### src/rtl/dcs_pkg.sv
package dcs_pkg;

  typedef enum logic [2:0] {
    OP_NOP      = 3'd0,
    OP_ACT      = 3'd1,
    OP_RD       = 3'd2,
    OP_WR       = 3'd3,
    OP_PRE      = 3'd4,
    OP_PDX_FAST = 3'd5,
    OP_PDX_SLOW = 3'd6,
    OP_PREA     = 3'd7
  } dcs_op_e;

  localparam int NUM_RULES  = 7;
  localparam int RULE_RRD   = 0;
  localparam int RULE_RTP   = 1;
  localparam int RULE_WR    = 2;
  localparam int RULE_WTR   = 3;
  localparam int RULE_XP    = 4;
  localparam int RULE_XARDS = 5;
  localparam int RULE_WRAP  = 6;

  // picoseconds to clocks, rounded up
  function automatic int ps_to_clk(input int ps, input int tck_ps);
    return (ps + tck_ps - 1) / tck_ps;
  endfunction

  // clocks from a write command to the end of its data burst
  function automatic int wdata_end(input int al, input int cl, input int bl);
    return al + cl - 1 + bl / 2;
  endfunction

  // counter load for a window of n clocks (command legal at distance >= n)
  function automatic int win_load(input int n);
    return (n > 0) ? n - 1 : 0;
  endfunction

  // read window after a slow exit
  function automatic int slow_exit_win(input int base, input int al);
    return (base > al) ? base - al : 0;
  endfunction

endpackage

### src/rtl/dcs_rule_eval.sv
module dcs_rule_eval
  import dcs_pkg::*;
#(
  parameter int NUM_BANKS = 8
) (
  input  logic                 is_act,
  input  logic                 act_other_bank,
  input  logic                 rrd_busy,
  input  logic [NUM_BANKS-1:0] pre_hit,
  input  logic [NUM_BANKS-1:0] rtp_busy,
  input  logic [NUM_BANKS-1:0] wr_busy,
  input  logic                 is_rd,
  input  logic                 wtr_busy,
  input  logic                 is_cmd,
  input  logic                 xp_busy,
  input  logic                 xards_busy,
  input  logic                 is_wr,
  input  logic                 cmd_ap,
  input  logic                 wrap_short,
  output logic [NUM_RULES-1:0] viol_next
);
  always_comb begin
    viol_next             = '0;
    viol_next[RULE_RRD]   = is_act & act_other_bank & rrd_busy;
    viol_next[RULE_RTP]   = |(pre_hit & rtp_busy);
    viol_next[RULE_WR]    = |(pre_hit & wr_busy);
    viol_next[RULE_WTR]   = is_rd & wtr_busy;
    viol_next[RULE_XP]    = is_cmd & xp_busy;
    viol_next[RULE_XARDS] = is_rd & xards_busy;
    viol_next[RULE_WRAP]  = is_wr & cmd_ap & wrap_short;
  end
endmodule

### config.mk
export PLATFORM = sky130hd
export DESIGN_NAME = dcs_rule_eval
export DESIGN_NICKNAME = d
export VERILOG_FILES = /design/src/rtl/dcs_pkg.sv /design/src/rtl/dcs_rule_eval.sv
export SDC_FILE = /design/constraint.sdc
export NUM_CORES = 1
export LEC_CHECK = 0
export BUFFER_PORTS_ARGS = -buffer_cell sky130_fd_sc_hd__buf_2
export CAP_MARGIN = 40
export CORE_AREA = 2 2 39 41
export DETAILED_ROUTE_END_ITERATION = 6
export DIE_AREA = 0 0 41 43
export PLACE_DENSITY = 0.53
export SYNTH_ARGS = -nofsm -noshare
export SYNTH_HDL_FRONTEND = slang
export SYNTH_SLANG_ARGS = --single-unit
### constraint.sdc
create_clock -name vclk -period 0.8
set_clock_uncertainty 0.2 [all_clocks]
set_input_delay 0.16 -clock vclk [all_inputs]
set_output_delay 0.16 -clock vclk [all_outputs]
set_load 0.01 [all_outputs]
* After elaboration in Yosys (flattened, before gate mapping)
Cells that the tools add are included.
** Word-level totals
- Register bits after elaboration :: 0
- Input bits :: 35
- Output and inout bits :: 7
- Logic and storage cells :: 11
** Cells by class
- Bitwise logic cells :: 9
- Reduce and logical (&&, ||, !) cells :: 2
** Operators by type and width (count)
- 8-bit AND :: 2
- 8-bit OR reduction :: 2
- 1-bit AND :: 7

* Logic depth before layout (Yosys ltp)
- Depth in word-level cells :: 2
- Depth in mapped cells :: 2

* Least setup slack after synthesis
Ideal clock, no wire load.
- Kind :: input-to-output
- From :: in pre_hit[2]
- To :: out viol_next[1]
- Arrival time :: 0.481 ns
- Data required time :: 0.440 ns
- Path slack :: -0.041 ns
- Stages :: 2
- Buffers on the path :: 0
- Path through :: a22oi_1 -> nand4_1
** Between the ends
- Cells in the longest elaborated chain, start to end :: 2
** Ends and longest elaborated chain
- start, declared :: RTL line dcs_rule_eval.sv:9 : input logic [NUM_BANKS-1:0] pre_hit,
- 8-bit AND :: RTL line dcs_rule_eval.sv:25 : viol_next[RULE_RTP] = |(pre_hit & rtp_busy);
- 8-bit OR reduction :: RTL line dcs_rule_eval.sv:25
- end, declared :: RTL line dcs_rule_eval.sv:20 : output logic [NUM_RULES-1:0] viol_next
No other way between the ends.

* Worst setup path after layout
- From :: in wr_busy[2]
- To :: out viol_next[2]
** Between the ends
- Cells in the longest elaborated chain, start to end :: 2
** Ends and longest elaborated chain
- start, declared :: RTL line dcs_rule_eval.sv:11 : input logic [NUM_BANKS-1:0] wr_busy,
- 8-bit AND :: RTL line dcs_rule_eval.sv:26 : viol_next[RULE_WR] = |(pre_hit & wr_busy);
- 8-bit OR reduction :: RTL line dcs_rule_eval.sv:26
No other way between the ends.

==> results.json <==
{
  "wl_per_cell_um": 10.95,
  "fmax_mhz": 947.0,
  "die_h_um": 43,
  "violations": "setup timing",
  "worstMarginPinSlew_ns": 0.1420,
  "min_delay_path_depth": 3,
  "diodes": 0,
  "synth_top_cell_by_area": "a22oi_1",
  "viasPerCell": 4.233,
  "timing.final.crit_share": 1.320,
  "fin_nets": 94,
  "vdd_ir_drop_max_v": 0.0001139,
  "grt_pass1_vias": 280,
  "cts_hold_buffers": 0,
  "synth_cells": 15,
  "hold_path.class": "input pin to output pin",
  "port_buffers": 42,
  "synth_area_leaders": "a22oi_1 (58%), and2_1 (18%), and3_1 (12%)",
  "setup_viol": 7,
  "antenna_found_initial": 0,
  "synthesis.nets": 50,
  "coreArea_mm2": 0.001384,
  "place_ws_ns": -0.2780,
  "post_cts_buffers": 0,
  "grt_overflow_total": 0,
  "die_area_mm2": 0.001763,
  "initial_core_util": 0.07505,
  "design.seq.count": 0,
  "place_inst": 73,
  "crit_path_start_kind": "input pin",
  "seq_area_frac_synth": 0,
  "setup_tns_ns": -0.8257,
  "fillers": 145,
  "first_iter_violations": 0,
  "dpl-instance-area_um2": 364.1,
  "power.density_mw_per_mm2": 479.7,
  "die_w_um": 41,
  "syn2layout_area_growth_pct": 407.2,
  "critical_path_required_ns": 0.44,
  "setup_slack_ns": -0.2560,
  "row_count": 14,
  "clkbuf_count": 0,
  "cellLeakagePower_nw": 0.2550,
  "fin_cells": 73,
  "hold_slack_ns": 0.3912,
  "grt_max_degree": 3,
  "crit_path_end_kind": "output pin",
  "synth.distinct_cells": 4,
  "layout-drive-gt1-share": 0.9649,
  "rsz0062_at_grt": "true",
  "finish.instance_area_um2": 526.8,
  "seq_area_um2": 0,
  "hold_viol": 0,
  "timing.final.crit_period_ns": 1.056,
  "slew_headroom": 0.9053,
  "drc": 0,
  "yosys_warnings": 0,
  "grtUsageTotal": 0.07592,
  "crit_arrival_ns": 0.70,
  "critPathMaxFanout": 1,
  "path_class": "input pin to output pin",
  "post-route-util": 0.3807,
  "wl_um": 799,
  "grt_pass1_wl_um": 938,
  "place.gp.congestion": 0.5064,
  "first_pass_iters": 1,
  "vias": 309,
  "multi_input_area_um2": 161.4,
  "syn_area_um2": 103.9,
  "ant_nets": 0,
  "design_power_total_mw": 0.2527,
  "io_pins": 42,
  "synth.avg_cell_area_um2": 6.923,
  "report.final.slew_viol_count": 0,
  "outcome": "finished, violations left",
  "synth_top_area_frac": 0.5783,
  "cap_violations": 0
}
-- synthesized netlist by cell type, drive strengths merged --
cell type	n
and2	3
nand4	2
and3	2
a22oi	8
-- kinds of logic (layout without fill, tap and decap cells) --
| logic type | count (synthesis) | count (layout) | share of synthesized area |
|---|---|---|---|
| buffers and inverters | 0 | 42 | 0 |
| AO/OA/AOI/OAI | 8 | 8 | 0.5783 |
| AND/OR/NAND/NOR | 7 | 7 | 0.4217 |
-- where the power goes --
| part | switching, mW | total, mW | internal (mW) |
|---|---|---|---|
| sequential | 0 | 0 | 0 |
| combinational | 0.0755 | 0.253 | 0.177 |
| clock | 0 | 0 | 0 |
-- per-layer routing --
metal	vias up	global-route usage	wire (um)
met5	-	0	0
met1	132	0.05696	227
li1	151	-	-
met4	0	0	0
met2	26	0.1781	434
met3	0	0.005236	136
-- layout make-up --
class / instances / share of cell area
well taps: 16 / 0.03800
multi-input cells: 15 / 0.3064
repair buffers: 42 / 0.6556
-- critical path: stages --
cell and delay, ns:
buf_2 0.10, a22oi_2 0.17, nand4_1 0.11, buf_2 0.15
-- final timing paths --
kind / slack (ns) / end / startpoint
max: -0.26 / viol_next[2] / wr_busy[2]
min: 0.39 / viol_next[4] / xp_busy
-- placed cells by master (no fill, tap or decap), drive strengths merged --
| cell | synthesis | final |
|---|---|---|
| buf | 0 | 42 |
| a22oi | 8 | 8 |
| and2 | 3 | 3 |
| and3 | 2 | 2 |
| nand4 | 2 | 2 |
-- repair_timing --
action | in CTS | in global routing
pin swaps | 12 | 6
resized for setup | 19 | 10
endpoints found under the setup margin | 7 | 7
No activity file was read; power rests on OpenSTA's default activity.
